`src/rtl/fabric_pkg.sv`:
```
package fabric_pkg;
    localparam int N_PHYS     = 8;
    localparam int N_OUT      = 4;
    localparam int N_AND      = 2;
    localparam int N_OR       = 2;
    localparam int FAN_IN     = 4;
    localparam int ADDR_W     = 4;
    localparam int DATA_W     = 32;

    localparam int N_GATE     = N_AND + N_OR;
    localparam int BUS_W      = 2 + N_PHYS + N_GATE;
    localparam int SEL_W      = $clog2(BUS_W);
    localparam int IDX_PHYS   = 2;
    localparam int IDX_GATE   = IDX_PHYS + N_PHYS;
    localparam int GATE_BASE  = N_OUT;
    localparam int N_REGS     = N_OUT + N_GATE;
    localparam int GATE_CFG_W = FAN_IN * SEL_W + 2 * FAN_IN;

    typedef logic [SEL_W-1:0] sel_t;

    typedef struct packed {
        logic [FAN_IN-1:0] en;
        logic [FAN_IN-1:0] inv;
        sel_t [FAN_IN-1:0] sel;
    } gate_cfg_t;

    typedef struct packed {
        sel_t [N_OUT-1:0]       out_sel;
        gate_cfg_t [N_GATE-1:0] gate;
    } cfg_state_t;

    typedef struct packed {
        logic result;
    } gate_state_t;

    function automatic logic bus_pick(input logic [BUS_W-1:0] bus, input sel_t s);
        return (int'(s) < BUS_W) ? bus[s] : 1'b0;
    endfunction
endpackage

```
`src/rtl/fabric_cfg_regs.sv`:
```
module fabric_cfg_regs
    import fabric_pkg::*;
(
    input  logic                    clk,
    input  logic                    rst_n,
    input  logic                    we,
    input  logic [ADDR_W-1:0]       addr,
    input  logic [DATA_W-1:0]       wdata,
    output sel_t [N_OUT-1:0]        out_sel,
    output gate_cfg_t [N_GATE-1:0]  gate_cfg
);
    cfg_state_t s_d, s_q;
    logic unused_wdata;

    assign unused_wdata = ^wdata[DATA_W-1:GATE_CFG_W];

    always_comb begin
        s_d = s_q;
        if (we) begin
            for (int j = 0; j < N_OUT; j++) begin
                if (int'(addr) == j) begin
                    s_d.out_sel[j] = wdata[SEL_W-1:0];
                end
            end
            for (int g = 0; g < N_GATE; g++) begin
                if (int'(addr) == GATE_BASE + g) begin
                    s_d.gate[g] = gate_cfg_t'(wdata[GATE_CFG_W-1:0]);
                end
            end
        end
    end

    always_ff @(posedge clk or negedge rst_n) begin
        if (!rst_n) begin
            s_q <= '0;
        end else begin
            s_q <= s_d;
        end
    end

    assign out_sel  = s_q.out_sel;
    assign gate_cfg = s_q.gate;
endmodule

```
`src/rtl/fabric_gate.sv`:
```
module fabric_gate
    import fabric_pkg::*;
#(
    parameter bit IS_OR = 1'b0
) (
    input  logic             clk,
    input  logic             rst_n,
    input  logic [BUS_W-1:0] bus,
    input  gate_cfg_t        cfg,
    output logic             result
);
    gate_state_t s_d, s_q;
    logic [FAN_IN-1:0] term;
    logic combined;

    always_comb begin
        for (int k = 0; k < FAN_IN; k++) begin
            term[k] = bus_pick(bus, cfg.sel[k]) ^ cfg.inv[k];
        end
    end

    generate
        if (IS_OR) begin : g_or
            assign combined = |(term & cfg.en);
        end else begin : g_and
            assign combined = (|cfg.en) & (&(term | ~cfg.en));
        end
    endgenerate

    always_comb begin
        s_d        = s_q;
        s_d.result = combined;
    end

    always_ff @(posedge clk or negedge rst_n) begin
        if (!rst_n) begin
            s_q <= '0;
        end else begin
            s_q <= s_d;
        end
    end

    assign result = s_q.result;
endmodule

```
`src/rtl/fabric_out_mux.sv`:
```
module fabric_out_mux
    import fabric_pkg::*;
(
    input  logic [BUS_W-1:0]  bus,
    input  sel_t [N_OUT-1:0]  sel,
    output logic [N_OUT-1:0]  dout
);
    always_comb begin
        for (int j = 0; j < N_OUT; j++) begin
            dout[j] = bus_pick(bus, sel[j]);
        end
    end
endmodule

```
`src/rtl/routed_gate_fabric.sv`:
```
module routed_gate_fabric
    import fabric_pkg::*;
(
    input  logic              clk,
    input  logic              rst_n,
    input  logic              cfg_we,
    input  logic [ADDR_W-1:0] cfg_addr,
    input  logic [DATA_W-1:0] cfg_wdata,
    input  logic [N_PHYS-1:0] phys_in,
    output logic [N_OUT-1:0]  phys_out
);
    sel_t [N_OUT-1:0]       cfg_out_sel;
    gate_cfg_t [N_GATE-1:0] cfg_gate;
    logic [N_GATE-1:0]      gate_q;
    logic [BUS_W-1:0]       bus;

    // gates sit above the inputs; indices 1 and 0 are the constants
    assign bus = {gate_q, phys_in, 1'b1, 1'b0};

    fabric_cfg_regs u_regs (
        .clk      (clk),
        .rst_n    (rst_n),
        .we       (cfg_we),
        .addr     (cfg_addr),
        .wdata    (cfg_wdata),
        .out_sel  (cfg_out_sel),
        .gate_cfg (cfg_gate)
    );

    generate
        for (genvar g = 0; g < N_GATE; g++) begin : g_gate
            fabric_gate #(
                .IS_OR (g >= N_AND)
            ) u_gate (
                .clk    (clk),
                .rst_n  (rst_n),
                .bus    (bus),
                .cfg    (cfg_gate[g]),
                .result (gate_q[g])
            );
        end
    endgenerate

    fabric_out_mux u_omux (
        .bus  (bus),
        .sel  (cfg_out_sel),
        .dout (phys_out)
    );
endmodule

```
`config.mk`:
```
export PLATFORM = sky130hd
export DESIGN_NAME = routed_gate_fabric
export DESIGN_NICKNAME = d
export VERILOG_FILES = /design/src/rtl/fabric_pkg.sv /design/src/rtl/fabric_cfg_regs.sv /design/src/rtl/fabric_gate.sv /design/src/rtl/fabric_out_mux.sv /design/src/rtl/routed_gate_fabric.sv
export SDC_FILE = /design/constraint.sdc
export NUM_CORES = 1
export LEC_CHECK = 0
export ABC_AREA = 1
export BUFFER_PORTS_ARGS = -buffer_cell sky130_fd_sc_hd__buf_4
export CORE_MARGIN = 2
export CORE_UTILIZATION = 35
export DETAILED_ROUTE_END_ITERATION = 10
export GPL_ROUTABILITY_DRIVEN = 0
export GPL_TIMING_DRIVEN = 0
export RECOVER_POWER = 100
export SKIP_LAST_GASP = 1
export SLEW_MARGIN = 0
export SYNTH_ARGS = -nofsm -noshare
export SYNTH_HDL_FRONTEND = slang
export SYNTH_SLANG_ARGS = --single-unit
export TNS_END_PERCENT = 1
```
`constraint.sdc`:
```
create_clock -name clk -period 1.9 [get_ports clk]
set_input_delay 0.57 -clock clk [delete_from_list [all_inputs] [get_ports clk]]
set_output_delay 0.57 -clock clk [all_outputs]
set_load 0.05 [all_outputs]
```
==> summary.md, run 1 <==
| Metric | Value |
|---|---|
| Final wirelength | 24700 um |
| Area added between synthesis and finish | 21.6% |
| Critical path data arrival time | 1.73 ns |
| GRT Util Overall | 23.4% |
| Clk_skew | 0.00645 ns |
| Startpoint Class | primary input |
| Chip width | 146 um |
| Final setup fails | 7 |
| Failing checks | setup timing |
| Fin crit share | 121% |
| Final worst slack | -0.404 ns |
| WHS Path Cells | 3 |
| Layout cell share with drive strength beyond 1 | 13.7% |
| Cells after Synth | 1052 |
| Yosys reg bits | 116 |
| Post-synth top flop | dfrtp_1 |
| FP Rows | 52 |
| Routed vias | 7368 |
| Fin cells | 1403 |
| Ys Warns | 0 |
| FF-to-FF path depth | 13 |
| Storage cell area | 0.00291 mm^2 |
| Die area | 0.0214 mm^2 |
| Reg clk slew, reported paths | 0.06 ns |
| Pre-CTS setup slack | -0.730 ns |
| Final core occ | 43.1% |
| Post-synthesis sequential area ratio | 40.9% |
| Total core area | 0.0200 mm^2 |
| Vias in the first global route | 6700 |
| Clock power frac | 33.0% |
| CTS H-tree lvls | 4 |
| Largest net degree at the start of global routing | 95 |
| Nets@finish | 1168 |
| Element type at the critical path end | output pin |
| Tot Pwr | 11.1 mW |
| Final setup TNS | -1.56 ns |
| Req. time, crit path | 1.33 ns |
| Worst Tran Pin Value | 0.637 ns |
| Fillers | 2138 |
| Flop-to-flop setup slack | 0.08 ns |
| Clk sink count | 116 |
| Multi-input gate area | 0.00353 mm^2 |
| Max cap viols | 0 |
| CTS tree | done |
| Worst R2R End | g_gate[3].u_gate.result$_DFF_PN0_ |
| Wire per inst | 17.6 um |
| Min-delay src | cfg_wdata[23] |
| Final Hold Viols | 0 |
| Hold_ws | 0.366 ns |
| Num ports | 51 |
| Max_slew headroom | 57.5% |
| Outcome | complete, but fails checks |
| CTS root buf | clkbuf_16 |
| Leakage | 4.20 nW |
| CP Max Fanout | 10 |
| Worst VDD drop | 748 uV |
| DRC violations left | 0 |
| # diodes | 0 |
| Fin area | 0.00863 mm^2 |
| Initial DRC Count | 821 |
| Drt first pass iters | 6 |
| Routed vias/inst | 5.25 |
| Number of port buffers | 41 |
| Final critical path time including I/O delays and setup | 2.30 ns |
| Max Root-Sink Buffers | 2 |
| RSZ-0062 raised after global routing | true |
| Reg power frac | 32.2% |
| Worst Hold End | u_regs.gate_cfg[47]$_DFFE_PN0P_ |
| Sw Pwr | 4.15 mW |
| Cell internal pwr | 6.96 mW |
| Net Count, Synth | 1099 |
| First-pass GRT wire length | 38300 um |
| Switching share of power | 37.4% |
| Post-synth EDFFs | 0 |
| Final ANT Viol Nets | 0 |
| Power per cell area | 1290 mW/mm^2 |
| Initial Util | 35.4% |
| Total grt overflow | 0 |
| Synth Area per Inst | 6.74 um^2 |
| Ys async rst share | 100% |
| Hold WC Path Type | primary input to register |
| Die extent in y | 146 um |
| Final max-slew violation count | 0 |
| Initial antenna violation count | 0 |
| Placed insts | 1364 |
| Synth unique cells | 30 |
| Fmax | 0.434 GHz |
| Placed wire-length estimate | 16900 um |
| Comb power frac | 34.8% |
| Placed Area | 0.00782 mm^2 |
| Clk Latency, worst-skew pair | 0.43 ns |
| Synthesized area | 0.00710 mm^2 |
| CTS Buf Count | 17 |
| Setup CP Type | primary input to output pin |
| Worst reg2reg path startpoint | g_gate[1].u_gate.result$_DFF_PN0_ |
sequential cells by signal, indices dropped and copies added (netlist names):
name                  cells
g_gate.u_gate.result      4
u_regs.out_sel           16
u_regs.gate_cfg          96
logic make-up (layout without fill, tap and decap cells):
kind of cell	after synthesis	in the layout	synth area share [%]
multiplexers	1	1	0.159
buffers and inverters	163	244	10.1
AO/OA/AOI/OAI	231	231	17.1
flip-flops	116	116	40.9
AND/OR/NAND/NOR	541	541	31.7
cell usage in the layout, fill, tap and decap left out, types with 3 or more instances in the layout:
cell type / n
buf_2: 10
a21oi_2: 5
dfrtp_2: 6
buf_4: 50
clkinv_2: 4
buf_8: 3
nand3_2: 3
bufinv_16: 5
nor3_1: 5
buf_6: 9
clkbuf_1: 10
nand4_1: 5
a21oi_1: 66
nand3_1: 130
nand2_1: 341
inv_4: 3
clkbuf_2: 12
clkbuf_16: 17
o211ai_1: 8
inv_2: 4
inv_1: 102
clkinvlp_4: 3
clkbuf_8: 5
o21ai_1: 8
nand2_2: 3
o21ai_0: 131
dfrtp_1: 110
nor2_1: 52
power groups by stage:
stage	sequential [mW]	clock, mW	combinational [mW]
5_1_grt	3.65	3.81	4.36
3_5_place_dp	3.57	0	3.61
4_1_cts	3.56	3.70	3.78
2_1_floorplan	3.43	0	2.67
6_report	3.58	3.67	3.87
3_3_place_gp	3.57	0	3.55
synthesized netlist by cell type (4+ instances only):
cell / instances / area [um^2]
a21oi_1: 68 / 340
nand4_1: 5 / 31.3
buf_4: 8 / 60.1
nor3_1: 4 / 20.0
nor2_1: 52 / 195
o211ai_1: 8 / 60.1
nand2_1: 341 / 1280
clkbuf_1: 8 / 30.0
dfrtp_1: 116 / 2900
clkbuf_2: 4 / 20.0
nand3_1: 130 / 651
inv_2: 5 / 18.8
buf_2: 24 / 120
inv_1: 108 / 405
buf_6: 5 / 56.3
o21ai_0: 137 / 686
o21ai_1: 5 / 25.0
repair_timing:
action,in CTS,in global routing
pin swaps,4,3
setup endpoints to repair,4,4
setup buffers,7,3
endpoints found under the hold margin,15,0
hold buffers,1,0
resized for setup,36,6
layer usage:
layer / part of all wire (%) / GRT usage (%) / vias to the layer above
li1: - / - / 3575
met1: 44 / 31.9 / 3426
met2: 45 / 36.9 / 306
met3: 8.0 / 4.59 / 61
met4: 3.0 / 8.59 / 0
met5: 0 / 0 / -
critical path, cell delays in order:
cell and delay (ns):
buf_4 0.17, inv_4 0.12, buf_8 0.18, a21oi_1 0.09, a311oi_2 0.34, o31ai_4 0.08
buf_6 0.15
how the worst max path moves through the flow:
stage	from	to	slack, ns	depth (start not counted)
final	phys_in[1]	phys_out[2]	-0.40	7
after global routing	u_regs.out_sel[12]$_DFFE_PN0P_	phys_out[3]	-0.51	10
after CTS	u_regs.out_sel[12]$_DFFE_PN0P_	phys_out[3]	-0.40	10
after detailed placement	phys_in[5]	phys_out[0]	-0.73	8
after global placement	phys_in[5]	phys_out[0]	-0.75	8
after floorplan	phys_in[2]	phys_out[2]	-0.22	6
cell type report:
| class | instances | area share (%) |
|---|---|---|
| clock inverter | 9 | 2.00 |
| inverter | 114 | 5.26 |
| tap | 270 | 3.91 |
| sequential | 116 | 33.7 |
| multi-input combinational | 773 | 40.9 |
| buffer | 46 | 3.62 |
| timing repair buffer | 53 | 4.89 |
| clock buffer | 22 | 5.73 |
Note: power is estimated with default switching activity, not from simulation.
==> inputs of run 2 (changes only) <==
--- a/config.mk
+++ b/config.mk
@@ -12,8 +12,8 @@
 export DETAILED_ROUTE_END_ITERATION = 10
 export GPL_ROUTABILITY_DRIVEN = 0
 export GPL_TIMING_DRIVEN = 0
+export PLACE_DENSITY = 0.65
 export RECOVER_POWER = 100
-export SKIP_LAST_GASP = 1
 export SLEW_MARGIN = 0
 export SYNTH_ARGS = -nofsm -noshare
 export SYNTH_HDL_FRONTEND = slang
==> run 2 against run 1 <==
The flow still finishes with violations (setup timing). Clock skew fell by 0.0011 ns. Fmax fell by 0.94%. Design area rose by 0.36%. Worst setup slack got worse by 0.022 ns. Clock-buffer cell count fell by 5. Combinational power rose by 4%. Sequential cell count did not move. Total power fell by 1.5%. Sequential share of layout area fell by 0.079 points. Critical path depth rose by 1. Largest cell class unchanged.
==> summary.md, run 2 (synthesis results as in run 1) <==
| Metric | Value |
|---|---|
| Outcome | complete, but fails checks |
| Failing checks | setup timing |
| Hold WC Path Type | primary input to register |
| Startpoint Class | register |
| Die extent in y | 146 um |
| Worst VDD drop | 777 uV |
| CP Max Fanout | 7 |
| Clk sink count | 116 |
| CP peak stage delay | 0.42 ns |
| Wire per inst | 17.3 um |
| Reg power frac | 32.7% |
| WP depth | 8 |
| Fillers | 2089 |
| Max Root-Sink Buffers | 2 |
| Reg clk slew, reported paths | 0.06 ns |
| Area added between synthesis and finish | 22.1% |
| Buf/Inv on CP | 2 |
| DRC violations left | 0 |
| Power per cell area | 1260 mW/mm^2 |
| Nets@finish | 1177 |
| CP max-delay cell | dfrtp_2 |
| Die area | 0.0214 mm^2 |
| Clk Latency, worst-skew pair | 0.43 ns |
| Num ports | 51 |
| Worst path top cell family by delay | compound AO/OA/AOI/OAI gates |
| Drt first pass iters | 6 |
| Total grt overflow | 0 |
| Clock power frac | 30.6% |
| Initial antenna violation count | 0 |
| Max_slew headroom | 57.2% |
| Sw Pwr | 4.31 mW |
| Final max-slew violation count | 0 |
| Final Hold Viols | 0 |
| CTS Buf Count | 17 |
| Cell internal pwr | 6.64 mW |
| Layout cell share with drive strength beyond 1 | 15.6% |
| Final critical path time including I/O delays and setup | 2.33 ns |
| Setup CP Type | register to output pin |
| Comb power frac | 36.6% |
| GRT Util Overall | 23.3% |
| Routed vias | 7530 |
| Pre-CTS setup slack | -0.651 ns |
| Critical path data arrival time | 1.76 ns |
| Largest net degree at the start of global routing | 95 |
| # diodes | 0 |
| CTS H-tree lvls | 4 |
| Vias in the first global route | 6920 |
| Final wirelength | 24500 um |
| Initial DRC Count | 874 |
| Final worst slack | -0.426 ns |
| Req. time, crit path | 1.33 ns |
| Hold_ws | 0.356 ns |
| Element type at the critical path end | output pin |
| Tot Pwr | 10.9 mW |
| Clk_skew | 0.00535 ns |
| WHS Path Cells | 3 |
| Final setup fails | 4 |
| Placed wire-length estimate | 16800 um |
| FF-to-FF path depth | 11 |
| Storage cell area | 0.00291 mm^2 |
| Number of port buffers | 41 |
| Leakage | 4.19 nW |
| Max cap viols | 0 |
| Initial Util | 35.4% |
| Switching share of power | 39.4% |
| Most frequent cells in the layout | nand2_1, nand3_1, o21ai_0 |
| CTS tree | done |
| Final ANT Viol Nets | 0 |
| Worst Tran Pin Value | 0.642 ns |
| Final setup TNS | -1.62 ns |
| FP Rows | 52 |
| Max FFs per register | 96 |
| RSZ-0062 raised after global routing | true |
| Fin crit share | 122% |
| Fmax | 0.430 GHz |
| Total core area | 0.0200 mm^2 |
| Routed vias/inst | 5.33 |
| Chip width | 146 um |
| Commonest non-fill, non-tap cell in the layout | nand2_1 |
| CTS root buf | clkbuf_16 |
| Multi-input gate area | 0.00355 mm^2 |
| First-pass GRT wire length | 38300 um |
| Crit-path cells | buf_6 -> o21ai_0 -> a21oi_1 -> o21ai_1 -> o21ai_0 -> nand2_1 -> o21ai_4 -> buf_6 |
## run 2: path summary, 6_finish.rpt
path,startpoint,to,slack (ns)
worst min-delay path,cfg_wdata[23],u_regs.gate_cfg[47]$_DFFE_PN0P_,0.36
worst max-delay path,u_regs.out_sel[0]$_DFFE_PN0P_,phys_out[0],-0.43
worst min register to register,u_regs.out_sel[15]$_DFFE_PN0P_,u_regs.out_sel[15]$_DFFE_PN0P_,0.50
min in group asynchronous,rst_n,u_regs.gate_cfg[32]$_DFFE_PN0P_,0.71
max in group asynchronous,rst_n,g_gate[1].u_gate.result$_DFF_PN0_,0.21
worst max register to register,g_gate[1].u_gate.result$_DFF_PN0_,g_gate[3].u_gate.result$_DFF_PN0_,0.02
## run 2: tightest hold or removal path, cell delays in order
cell and delay (ns):
buf_4 0.08, nand2_1 0.04, o21ai_0 0.06
## run 2: routing by layer
layer / share of wire [%] / wire [um] / vias up / GRT usage [%]
met5: 0 / 0 / - / 0
li1: - / - / 3599 / -
met3: 7.6 / 1850 / 57 / 4.53
met4: 2.6 / 649 / 0 / 8.50
met2: 48 / 11800 / 328 / 38.1
met1: 42 / 10200 / 3546 / 30.7
## run 2: per-stage QoR
stage / cell area, um^2 / util (%) / cells
floorplan: 7140 / - / 1052
global placement: 7790 / 38.9 / 1363
detailed placement: 7820 / 39.0 / 1364
CTS: 8570 / 42.8 / 1400
global route: 8660 / 43.2 / 1413
finish: 8660 / 43.2 / 1413
## run 2: area by class of cell
class	count	share of cell area (%)
Buffer	45	3.55
Tap cell	270	3.90
Sequential cell	116	33.6
Timing Repair Buffer	63	5.71
Clock buffer	17	4.91
Clock inverter	15	2.11
Multi-Input combinational cell	773	41.0
Inverter	114	5.19
## run 2: power groups by stage
stage,Combinational (mW),Clock (mW),Sequential (mW)
floorplan,2.67,0,3.43
global placement,3.54,0,3.56
detailed placement,3.61,0,3.58
CTS,3.81,3.37,3.58
global route,4.47,3.48,3.65
finish,4.01,3.35,3.58
## run 2: repair_timing
action | CTS | global route
cloned | 0 | 0
endpoints found under the hold margin | 8 | 0
buffers inserted | 6 | 14
resized for setup | 44 | 17
hold buffers | 1 | 0
pin swaps | 4 | 4
endpoints found under the setup margin | 5 | 5
==> inputs of run 3 (changes only) <==
--- a/config.mk
+++ b/config.mk
@@ -12,7 +12,7 @@
 export DETAILED_ROUTE_END_ITERATION = 10
 export GPL_ROUTABILITY_DRIVEN = 0
 export GPL_TIMING_DRIVEN = 0
-export PLACE_DENSITY = 0.65
+export PLACE_DENSITY = 0.63
 export RECOVER_POWER = 100
 export SLEW_MARGIN = 0
 export SYNTH_ARGS = -nofsm -noshare
==> constraint.sdc (replaced) <==
create_clock -name clk -period 2.65 [get_ports clk]
set_input_delay 0.795 -clock clk [delete_from_list [all_inputs] [get_ports clk]]
set_output_delay 0.795 -clock clk [all_outputs]
set_load 0.05 [all_outputs]
==> run 3 against run 2 <==
The flow now finishes without violations. Critical path depth shrank 1. Die area is the same. Clock skew grew 0.00074 ns. Combinational power shrank 33%. Sequential share of layout area grew 0.53 points. Clock-buffer cell count grew 4. Total power shrank 32%. Sequential cell count is the same. Sequential power shrank 28%. Critical path type is now primary input to output pin. Critical endpoint is now phys_out[2]. Largest cell class unchanged. Highest routed layer unchanged.
==> summary.md, run 3 (synthesis results as in run 1) <==
| Metric | Value |
|---|---|
| Outcome | complete, no violations |
| Critical path data arrival time | 1.85 ns |
| Drt first pass iters | 6 |
| Fin cells | 1403 |
| Most frequent cells in the layout | nand2_1, nand3_1, o21ai_0 |
| CP Max Fanout | 4 |
| CTS tree | done |
| Routed vias/inst | 5.25 |
| Clk_skew | 0.00609 ns |
| Fin area | 0.00851 mm^2 |
| Flop-to-flop setup slack | 0.28 ns |
| Leakage | 4.12 nW |
| Max_slew headroom | 15.5% |
| Element type at the critical path end | output pin |
| CTS root buf | clkbuf_16 |
| Die extent in y | 146 um |
| Max Root-Sink Buffers | 2 |
| Number of port buffers | 41 |
| GRT Util Overall | 22.9% |
| Tot Pwr | 7.41 mW |
| Power per cell area | 871 mW/mm^2 |
| CP peak stage delay | 0.23 ns |
| Final ANT Viol Nets | 0 |
| Startpoint Class | primary input |
| DRC violations left | 0 |
| Req. time, crit path | 1.86 ns |
| Placed wire-length estimate | 16700 um |
| Crit-path cells | buf_12 -> clkinvlp_4 -> buf_4 -> o21ai_0 -> a21oi_1 -> o31ai_4 -> buf_6 |
| FF-to-FF path depth | 13 |
| Clk Latency, worst-skew pair | 0.43 ns |
| Largest net degree at the start of global routing | 73 |
| Final setup fails | 0 |
| Final Hold Viols | 0 |
| CP max-delay cell | o31ai_4 |
| Crit path from | phys_in[4] |
| Final max-slew violation count | 0 |
| Reg clk slew, reported paths | 0.05 ns |
| Placed Area | 0.00779 mm^2 |
| WHS Path Cells | 2 |
| Final wirelength | 24100 um |
| FP Rows | 52 |
| Worst reg2reg path startpoint | g_gate[1].u_gate.result$_DFF_PN0_ |
| Worst R2R End | g_gate[2].u_gate.result$_DFF_PN0_ |
| Initial Util | 35.4% |
| Min-delay src | u_regs.gate_cfg[21]$_DFFE_PN0P_ |
| Fmax | 0.378 GHz |
| Nets@finish | 1167 |
| Wire per inst | 17.2 um |
| CTS Buf Count | 17 |
| Max cap viols | 0 |
| Die area | 0.0214 mm^2 |
| Layout cell share with drive strength beyond 1 | 12.4% |
| Total core area | 0.0200 mm^2 |
| Initial antenna violation count | 0 |
| Setup CP Type | primary input to output pin |
| Max FFs per register | 96 |
| Total grt overflow | 0 |
| Worst path top cell family by delay | buffers and inverters |
| Area added between synthesis and finish | 19.9% |
| Initial DRC Count | 699 |
| Commonest non-fill, non-tap cell in the layout | nand2_1 |
| Routed vias | 7364 |
| Worst Tran Pin Value | 1.27 ns |
| CTS Hold Bufs | 0 |
| Final critical path time including I/O delays and setup | 2.64 ns |
| Worst VDD drop | 544 uV |
| Num ports | 51 |
| CTS H-tree lvls | 4 |
| # diodes | 0 |
| First-pass GRT wire length | 37500 um |
| Chip width | 146 um |
| Worst Hold End | u_regs.gate_cfg[21]$_DFFE_PN0P_ |
| Vias in the first global route | 6655 |
| Fin crit share | 99.8% |
| Hold WC Path Type | register to register |
| RSZ-0062 raised after global routing | true |
| Buf/Inv on CP | 4 |
| Placed insts | 1364 |
| Clk sink count | 116 |
run 3: worst max-delay path by stage:
stage	to	slack, ns	cells after the start
after CTS	phys_out[1]	-0.03	6
after detailed placement	phys_out[3]	-0.39	11
after global placement	phys_out[0]	-0.35	8
final	phys_out[2]	0.006	7
after global routing	phys_out[3]	-0.08	10
after floorplan	phys_out[0]	-0.20	7
run 3: metal layers:
layer,vias up,GRT usage [%],routed length [um]
met3,54,3.88,1680
met2,285,36.3,11200
met5,-,0,0
met1,3446,31.4,10700
met4,0,9.03,601
li1,3579,-,-
run 3: what timing repair did:
item,4_1_cts,5_1_grt
gates cloned,0,0
setup buffers,8,4
setup endpoints to repair,4,4
pin swaps,2,6
gates resized for setup,35,32
run 3: where the power goes:
group          total [mW]  internal [mW]  switching [mW]
Sequential           2.57           2.19           0.380
Combinational        2.68          0.975            1.71
Clock                2.16           1.32           0.836
Total                7.41           4.48            2.92
run 3: final cells by class:
cell class / count / area, um^2
Fill cell: 2154 / 11500
Buffer: 44 / 285
Timing Repair Buffer: 54 / 454
Tap cell: 270 / 338
Sequential cell: 116 / 2910
Clock inverter: 11 / 85.1
Clock buffer: 21 / 460
Inverter: 114 / 467
Multi-Input combinational cell: 773 / 3510
run 3: worst register-to-register path: stages (launching register included):
cell and delay [ns]:
dfrtp_1 0.50, inv_1 0.33, clkbuf_1 0.58, nand2_1 0.13
nand3_1 0.11, nand2_1 0.06, nand2_1 0.06, nand3_1 0.08
nand2_1 0.07, nand2_1 0.05, nand3_1 0.07, nand2_1 0.05
inv_1 0.04, nand2_1 0.09
run 3: through the flow:
| stage | setup TNS [ns] | hold slack, ns | utilization (%) | setup slack, ns |
|---|---|---|---|---|
| 2_1_floorplan | -0.294 | 0.453 | - | -0.203 |
| 3_3_place_gp | -1.13 | 0.470 | 38.7 | -0.353 |
| 3_5_place_dp | -1.17 | 0.491 | 38.9 | -0.387 |
| 4_1_cts | -0.0566 | 0.322 | 42.3 | -0.0319 |
| 5_1_grt | -0.125 | 0.541 | 42.4 | -0.0790 |
| 6_report | 0 | 0.511 | 42.4 | 0.00623 |
